<file path="config.mk">
export PLATFORM = sky130hd
export DESIGN_NAME = act_rate_governor
export DESIGN_NICKNAME = d
export VERILOG_FILES = /design/src/rtl/act_gov_pkg.sv /design/src/rtl/act_history.sv /design/src/rtl/act_window_check.sv /design/src/rtl/act_issue_reg.sv /design/src/rtl/act_rate_governor.sv
export SDC_FILE = /design/constraint.sdc
export NUM_CORES = 1
export LEC_CHECK = 0
export BUFFER_PORTS_ARGS = -buffer_cell sky130_fd_sc_hd__buf_2
export CAP_MARGIN = 20
export CORE_MARGIN = 3
export CORE_UTILIZATION = 40
export DETAILED_ROUTE_END_ITERATION = 8
export GPL_TIMING_DRIVEN = 0
export PLACE_DENSITY = 0.66
export SYNTH_ARGS = -nofsm -noshare
export SYNTH_HDL_FRONTEND = slang
export SYNTH_SLANG_ARGS = --single-unit
</file>
<file path="constraint.sdc">
create_clock -name clk -period 2.5 [get_ports clk]
set_clock_uncertainty 0.2 [all_clocks]
set_input_delay 0.625 -clock clk [delete_from_list [all_inputs] [get_ports clk]]
set_output_delay 0.625 -clock clk [all_outputs]
set_load 0.02 [all_outputs]
</file>
<file path="src/rtl/act_gov_pkg.sv">
// Package: shared constants and helpers for the activate rate governor.
// Assumes timing values in picoseconds and a clock period in picoseconds.
package act_gov_pkg;

    // Activates allowed inside one rolling window
    localparam int DEF_WIN_ACTS = 4;

    // Bank count at which the rolling window applies
    localparam int WINDOW_BANKS = 8;

    // Convert a time in ps to a clock count, rounded up, floor of 1
    function automatic int ps_to_cycles(input int t_ps, input int tck_ps);
        int c;
        c = (t_ps + tck_ps - 1) / tck_ps;
        return (c < 1) ? 1 : c;
    endfunction

endpackage

</file>
<file path="src/rtl/act_history.sv">
// Module: act_history
// Keeps the ages (cycles since issue) of the last WIN_ACTS activates, entry 0
// being the newest. Ages saturate at AGE_MAX, which must be at least as large
// as every limit they are compared against. Assumes push is the issue strobe.
module act_history #(
    parameter int WIN_ACTS = 4,
    parameter int AGE_MAX  = 10,
    parameter int AGE_W    = 4
) (
    input  logic             clk,
    input  logic             rst_n,
    input  logic             push,
    output logic             newest_valid,
    output logic [AGE_W-1:0] newest_age,
    output logic             full,
    output logic [AGE_W-1:0] oldest_age
);

    logic             vld_q [WIN_ACTS];
    logic [AGE_W-1:0] age_q [WIN_ACTS];

    // Saturating age step
    function automatic logic [AGE_W-1:0] age_step(input logic [AGE_W-1:0] a);
        return (a >= AGE_W'(AGE_MAX)) ? a : a + 1'b1;
    endfunction

    for (genvar i = 0; i < WIN_ACTS; i++) begin : g_entry
        if (i == 0) begin : g_head
            // Newest slot: loaded on issue, otherwise ages
            always_ff @(posedge clk) begin
                if (!rst_n) begin
                    vld_q[0] <= 1'b0;
                    age_q[0] <= '0;
                end else if (push) begin
                    vld_q[0] <= 1'b1;
                    age_q[0] <= AGE_W'(1);
                end else if (vld_q[0]) begin
                    age_q[0] <= age_step(age_q[0]);
                end
            end
        end else begin : g_tail
            // Older slots: shift from the younger neighbour on issue, otherwise age
            always_ff @(posedge clk) begin
                if (!rst_n) begin
                    vld_q[i] <= 1'b0;
                    age_q[i] <= '0;
                end else if (push) begin
                    vld_q[i] <= vld_q[i-1];
                    age_q[i] <= age_step(age_q[i-1]);
                end else if (vld_q[i]) begin
                    age_q[i] <= age_step(age_q[i]);
                end
            end

            // history fills from the newest end and ages never decrease toward the oldest
            hist_order_chk: assert property (@(posedge clk) disable iff (!rst_n)
                vld_q[i] |-> (vld_q[i-1] && (age_q[i] >= age_q[i-1])));
        end
    end

    assign newest_valid = vld_q[0];
    assign newest_age   = age_q[0];
    assign full         = vld_q[WIN_ACTS-1];
    assign oldest_age   = age_q[WIN_ACTS-1];

endmodule

</file>
<file path="src/rtl/act_window_check.sv">
// Module: act_window_check
// Combinational test of the two limits against the history. The window test
// is generated only when FAW_EN is set; otherwise it always passes.
module act_window_check #(
    parameter int TRRD_CYC = 2,
    parameter int TFAW_CYC = 10,
    parameter bit FAW_EN   = 1'b1,
    parameter int AGE_W    = 4
) (
    input  logic             newest_valid,
    input  logic [AGE_W-1:0] newest_age,
    input  logic             full,
    input  logic [AGE_W-1:0] oldest_age,
    output logic             rrd_ok,
    output logic             faw_ok
);

    // Spacing: no prior activate, or the newest is old enough
    assign rrd_ok = !newest_valid || (newest_age >= AGE_W'(TRRD_CYC));

    if (FAW_EN) begin : g_faw
        // Window: fewer than WIN_ACTS recorded, or the oldest has left the window
        assign faw_ok = !full || (oldest_age >= AGE_W'(TFAW_CYC));
    end else begin : g_no_faw
        logic unused_w;
        assign unused_w = full ^ (^oldest_age);
        assign faw_ok   = 1'b1;
    end

endmodule

</file>
<file path="src/rtl/act_issue_reg.sv">
// Module: act_issue_reg
// Output register for the issued activate: a one-cycle grant pulse and the
// bank number, which holds its last value between grants.
module act_issue_reg #(
    parameter int BANK_W = 3
) (
    input  logic              clk,
    input  logic              rst_n,
    input  logic              take,
    input  logic [BANK_W-1:0] take_bank,
    output logic              grant_q,
    output logic [BANK_W-1:0] bank_q
);

    // Register the grant strobe and bank of the taken request
    always_ff @(posedge clk) begin
        if (!rst_n) begin
            grant_q <= 1'b0;
            bank_q  <= '0;
        end else begin
            grant_q <= take;
            if (take) begin
                bank_q <= take_bank;
            end
        end
    end

endmodule

</file>
<file path="src/rtl/act_rate_governor.sv">
// Module: act_rate_governor (top)
// Decides each cycle whether a held activate request may issue under the
// spacing and rolling-window limits. Assumes the requester keeps act_req and
// act_bank stable while act_stall is high. Cycle counts come from ps values.
module act_rate_governor
    import act_gov_pkg::*;
#(
    parameter int NUM_BANKS = 8,
    parameter int TCK_PS    = 3750,
    parameter int TRRD_PS   = 7500,
    parameter int TFAW_PS   = 37500,
    parameter int WIN_ACTS  = DEF_WIN_ACTS,
    localparam int BANK_W   = $clog2(NUM_BANKS)
) (
    input  logic              clk,
    input  logic              rst_n,
    input  logic              act_req,
    input  logic [BANK_W-1:0] act_bank,
    output logic              act_stall,
    output logic              act_grant,
    output logic [BANK_W-1:0] granted_bank
);

    localparam int TRRD_CYC = ps_to_cycles(TRRD_PS, TCK_PS);
    localparam int TFAW_CYC = ps_to_cycles(TFAW_PS, TCK_PS);
    localparam bit FAW_EN   = (NUM_BANKS == WINDOW_BANKS);
    localparam int AGE_MAX  = (TFAW_CYC > TRRD_CYC) ? TFAW_CYC : TRRD_CYC;
    localparam int AGE_W    = $clog2(AGE_MAX + 1);

    logic             newest_valid, full, rrd_ok, faw_ok, take;
    logic [AGE_W-1:0] newest_age, oldest_age;

    act_history #(
        .WIN_ACTS(WIN_ACTS), .AGE_MAX(AGE_MAX), .AGE_W(AGE_W)
    ) hist_i (
        .clk(clk), .rst_n(rst_n), .push(take),
        .newest_valid(newest_valid), .newest_age(newest_age),
        .full(full), .oldest_age(oldest_age)
    );

    act_window_check #(
        .TRRD_CYC(TRRD_CYC), .TFAW_CYC(TFAW_CYC), .FAW_EN(FAW_EN), .AGE_W(AGE_W)
    ) chk_i (
        .newest_valid(newest_valid), .newest_age(newest_age),
        .full(full), .oldest_age(oldest_age),
        .rrd_ok(rrd_ok), .faw_ok(faw_ok)
    );

    // Take the request when both limits pass; otherwise stall it
    assign take      = act_req && rrd_ok && faw_ok;
    assign act_stall = act_req && !(rrd_ok && faw_ok);

    act_issue_reg #(.BANK_W(BANK_W)) out_i (
        .clk(clk), .rst_n(rst_n), .take(take), .take_bank(act_bank),
        .grant_q(act_grant), .bank_q(granted_bank)
    );

    // ---------------- checker state, driven from the ports only ----------------
    logic [31:0] cyc_q;
    logic [31:0] gap_q;
    logic        any_grant_q;
    logic [31:0] stamp_q [WIN_ACTS];
    logic [31:0] seen_q;

    // Free-running cycle count and spacing since the last grant pulse
    always_ff @(posedge clk) begin
        if (!rst_n) begin
            cyc_q       <= '0;
            gap_q       <= '0;
            any_grant_q <= 1'b0;
            seen_q      <= '0;
        end else begin
            cyc_q <= cyc_q + 1;
            if (act_grant) begin
                gap_q       <= 32'd1;
                any_grant_q <= 1'b1;
                if (seen_q < 32'(WIN_ACTS)) seen_q <= seen_q + 1;
            end else if (gap_q < 32'(AGE_MAX)) begin
                gap_q <= gap_q + 1;
            end
        end
    end

    // Shift register of the cycles on which grant pulses were seen
    always_ff @(posedge clk) begin
        if (!rst_n) begin
            for (int k = 0; k < WIN_ACTS; k++) stamp_q[k] <= '0;
        end else if (act_grant) begin
            stamp_q[0] <= cyc_q;
            for (int k = 1; k < WIN_ACTS; k++) stamp_q[k] <= stamp_q[k-1];
        end
    end

    // a grant follows exactly one cycle after a taken request, with its bank
    grant_follows_take_chk: assert property (@(posedge clk) disable iff (!rst_n)
        act_grant |-> ($past(act_req && !act_stall) && (granted_bank == $past(act_bank))));

    // the first request after reset is never stalled
    first_after_reset_chk: assert property (@(posedge clk) disable iff (!rst_n)
        ($past(!rst_n) && act_req) |-> !act_stall);

    // stall only accompanies a request
    stall_needs_req_chk: assert property (@(posedge clk) disable iff (!rst_n)
        act_stall |-> act_req);

    // grant pulses keep the minimum spacing
    rrd_spacing_chk: assert property (@(posedge clk) disable iff (!rst_n)
        (act_grant && any_grant_q) |-> (gap_q >= 32'(TRRD_CYC)));

    if (FAW_EN) begin : g_faw_chk
        // the WIN_ACTS-th previous grant lies at least TFAW_CYC cycles back
        faw_window_chk: assert property (@(posedge clk) disable iff (!rst_n)
            (act_grant && (seen_q >= 32'(WIN_ACTS))) |->
                ((cyc_q - stamp_q[WIN_ACTS-1]) >= 32'(TFAW_CYC)));
    end

endmodule

</file>
### Yosys cells after proc, flatten, opt, wreduce, memory -nomap -nowiden

Memories as Yosys holds them, arrays and structs flattened.
Cells that the tools add are included.
Widths: inputs -> output; s select.

| word-level totals | value |
|---|---|
| output and inout bits | 5 |
| word-level logic and storage cells | 70 |
| bits in writable memories | 20 |
| bits in registers | 4 |
| memories | 2 |

| operators by class | value |
|---|---|
| bitwise operators | 12 |
| add/sub/neg operators | 4 |
| multiplexer cells | 36 |
| reductions and logical operators | 9 |
| $lt $le $gt $ge | 5 |

Memory list:

| memory | words | bits a word | read ports | clocked after memory_dff | write ports | RTL line | source |
|---|---|---|---|---|---|---|---|
| hist_i.age_q | 4 | 4 | 4 | 0 | 4 | act_history.sv:20 | `logic [AGE_W-1:0] age_q [WIN_ACTS];` |
| hist_i.vld_q | 4 | 1 | 4 | 0 | 4 | act_history.sv:19 | `logic vld_q [WIN_ACTS];` |

Operators with widths:

| operator | count |
|---|---|
| $mux 4 | 12 |
| $mux 1 | 24 |
| $add 4x1->4 const B | 4 |
| $ge 4x4->1 const B | 4 |
| $or 1x1->1 | 12 |
| $ge 4x2->1 const B | 1 |
| $logic_and 1x1->1 | 4 |
| $logic_not 1->1 | 3 |
| $logic_or 1x1->1 | 2 |

### Longest topological paths before layout

| logic depth | value |
|---|---|
| depth in word-level cells | 9 |
| mapped depth | 8 |
| mapped depth without buffers | 7 |

### Hierarchy

A second synthesis with hierarchy kept.

| unflattened totals | value |
|---|---|
| cells, all modules | 125 |
| area total of the unflattened synthesis | 1372.6 um2 |

By module, submodules not included:

| module | times used | cells each | sequential area each (um2) | area an instance (um2) |
|---|---|---|---|---|
| act_history | 1 | 109 | 590.6 | 1199.9 |
| act_issue_reg | 1 | 11 | 80.1 | 136.4 |
| act_window_check | 1 | 3 | 0.0 | 18.8 |
| act_rate_governor | 1 | 2 | 0.0 | 17.5 |

### Least setup slack after synthesis

Ideal clock, no wire load.

| path | value |
|---|---|
| kind | reg-to-output |
| start point | memory hist_i.age_q[0][1] |
| end point | output port act_stall |
| stages on the path, launching flop included | 5 |
| arrival time | 1.341 ns |
| setup slack | 0.334 ns |
| cell sequence | edfxtp_1 > ha_1 > or3b_4 > o22ai_1 > and2_1 |

RTL lines:

| item | RTL line | source |
|---|---|---|
| start, declared | act_history.sv:20 |  |
| end, declared | act_rate_governor.sv:19 | `output logic act_stall,` |

==> flow_metrics.env <==
export IMPL_num_antenna_cells=0
export IMPL_clockBufferDepth=2
export IMPL_overflow=0
export IMPL_syn_nets=133
export IMPL_track_usage_pct=13.2
export IMPL_start_kind="flip-flop"
export IMPL_cts_sinks=24
export IMPL_hold_slack_ps=290
export IMPL_hpwl_um=1900
export IMPL_r2r_slack_ps=80
export IMPL_tns_ps=0
export IMPL_whs_path_depth=1
export IMPL_synthFlopType="edfxtp_1"
export IMPL_synth_top_cell_area_share_pct=43.3
export IMPL_finalCritPeriodShare_pct=99.0
export IMPL_syn_area_mm2=0.00132
export IMPL_async_flop_share_pct=0
export IMPL_insertion_delay_ps=310
export IMPL_yosys_area_top_type="edfxtp_1"
export IMPL_min_period_ps=2470
export IMPL_status="completed"
export IMPL_numCtsBuffers=3
export IMPL_slew_headroom_pct=59.6
export IMPL_setup_viol_count_final=0
export IMPL_drive_above_1_share_pct=22.3
export IMPL_pre_cts_ws_ps=140
export IMPL_critical_path_required_ps=1670
export IMPL_arrival_ps=1650
export IMPL_multi_input_area_um2=583
export IMPL_nNetsFinal=154
export IMPL_cts_htree_levels=1
export IMPL_synth_most_common_cell="edfxtp_1"
export IMPL_worstSetupEndpointType="primary output"
export IMPL_tightest_slew_ps=600
export IMPL_gp_congestion=0.786
export IMPL_routed_wirelength_um=2550
export IMPL_rr_worst_depth=7
export IMPL_max_stage_delay_ps=410
export IMPL_maxCapViolCount=0
export IMPL_ant_nets=0
export IMPL_critPathMaxFanout=2
export IMPL_die_w_um=63.4
export IMPL_grt_pass1_wl_um=4330
export IMPL_clk_pin_slew_worst_paths_ps=130
export IMPL_fillers=302
export IMPL_synth_area_leaders="edfxtp_1 43%, dfxtp_1 7.6%, ha_1 7.6%, inv_1 3.1%, o21ai_0 3.0%"
export IMPL_synth_edff_count=19
export IMPL_register_area_um2=671
export IMPL_synthCells=119
export IMPL_coreArea_mm2=0.00310
export IMPL_fmax_mhz=404
export IMPL_grt_max_degree=14
export IMPL_leakagePower_nw=0.608
export IMPL_vias=987
export IMPL_drv_slew=0
export IMPL_vias_per_cell=5.39
export IMPL_antenna_found_initial=0
export IMPL_syn_area_per_cell_um2=11.1
export IMPL_rows=20
export IMPL_design_area_mm2=0.00151
export IMPL_synth_common_cells="19 x edfxtp_1, 11 x inv_1, 8 x ha_1, 8 x o21ai_0, 7 x nand2_1"
export IMPL_ys_ff_latch=24
export IMPL_grt_pass1_vias=1027
export IMPL_drt_iter0_drc=38
export IMPL_io_buffers=9
export IMPL_cellPowerDensity_mw_per_mm2=682
export IMPL_finalHoldViolCount=0
export IMPL_setup_ws_ps=25.9
export IMPL_top_level_ports=11
export IMPL_clockRootBuffer="clkbuf_4"
export IMPL_start_util_pct=42.4
export IMPL_drt_pass1_iter_count=4
export IMPL_worstPathCellList="ha_2 > or3b_4 > o22ai_2 > and2_4 > buf_6"
export IMPL_hold_class="reg2reg"
export IMPL_cpMaxStageDelayCell="edfxtp_1"
export IMPL_rsz0062_at_grt="yes"
export IMPL_drc=0
export IMPL_irDropWorstVdd_v=0.000388
export IMPL_critPathKind="reg2out"
export IMPL_place_area_mm2=0.00142
export IMPL_ys_seq_area_share_pct=51.0
export IMPL_syn_to_final_growth_pct=14.9
export IMPL_yosys_warnings=0
export IMPL_wire_per_inst_um=13.9
export IMPL_cts_tree="built"
export IMPL_yosys_cell_types_count=35
export IMPL_dieArea_mm2=0.00402
export IMPL_dieHeight_um=63.4
-- power breakdown --
| part | switching [mW] | total [mW] | internal [mW] |
|---|---|---|---|
| sequential | 0.0526 | 0.553 | 0.501 |
| clock | 0.112 | 0.174 | 0.0623 |
| combinational | 0.168 | 0.305 | 0.137 |
| total | 0.332 | 1.03 | 0.700 |
-- flip-flops by register name (all words and copies together) (netlist names) --
signal	flops
out_i.bank_q	3
out_i.grant_q	1
hist_i.age_q	16
hist_i.vld_q	4
-- area by class of cell --
cell class | instances | area share (%)
Tap cell | 44 | 3.64
Multi-Input combinational cell | 79 | 38.5
Sequential cell | 24 | 44.3
Timing Repair Buffer | 16 | 6.87
Inverter | 13 | 3.39
Buffer | 3 | 1.49
Clock buffer | 4 | 1.74
-- repair_timing --
action	CTS	global route
setup buffers	7	0
resized for setup	5	0
hold buffers	0	0
pin swaps	2	0
setup endpoints to repair	1	5
-- worst paths after layout --
path | startpoint | end
max | hist_i.age_q[0][1]$_SDFFCE_PN0P_ | act_stall
min | out_i.bank_q[0]$_SDFFE_PN0P_ | out_i.bank_q[0]$_SDFFE_PN0P_
max reg2reg | hist_i.age_q[0][1]$_SDFFCE_PN0P_ | hist_i.age_q[3][1]$_DFFE_PP_
min reg2reg | out_i.bank_q[0]$_SDFFE_PN0P_ | out_i.bank_q[0]$_SDFFE_PN0P_
-- worst max-delay path, delay by kind of cell (launching register included) --
kind / cells / cell delay, ps
adder cells (fa/ha/maj): 1 / 180
flip-flops: 1 / 410
buffers and inverters: 1 / 100
AO/OA/AOI/OAI: 1 / 100
AND/OR/NAND/NOR: 2 / 550
-- metal layers --
layer / up-vias / track usage (%) / routed length (µm)
met5: - / 0 / 0
met3: 6 / 1.78 / 126
met2: 23 / 24.1 / 1240
li1: 481 / - / -
met1: 477 / 15.8 / 1140
met4: 0 / 4.31 / 46
-- kinds of logic (layout without fill, tap and decap cells) --
kind of cell / Yosys count / after routing / share of synthesized area (%)
fa+ha+maj: 8 / 8 / 7.60
buf+inv: 16 / 36 / 5.61
flops: 24 / 24 / 51.0
compound gates: 40 / 40 / 22.2
simple gates: 26 / 26 / 10.3
xor+xnor: 5 / 5 / 3.33
-- metrics by stage --
stage / utilization, % / total power, mW / instances
2_1_floorplan: - / 0.753 / 119
3_3_place_gp: 45.6 / 0.809 / 172
3_5_place_dp: 45.6 / 0.828 / 172
4_1_cts: 48.8 / 1.04 / 183
5_1_grt: 48.8 / 1.09 / 183
6_report: 48.8 / 1.03 / 183
-- cells in the final DEF, fill, tap and decap left out, types with 3 or more instances in the layout --
cell type / instances
clkbuf_4: 3
buf_4: 8
o21ai_0: 8
a31oi_1: 5
buf_2: 8
nand3_1: 6
a22o_1: 3
inv_1: 11
xnor2_1: 4
o2bb2ai_1: 3
nor2_1: 4
a21oi_1: 4
edfxtp_1: 19
ha_1: 7
dfxtp_1: 5
o22ai_1: 5
nand2_1: 7
Note: power is estimated with default switching activity, not from simulation.
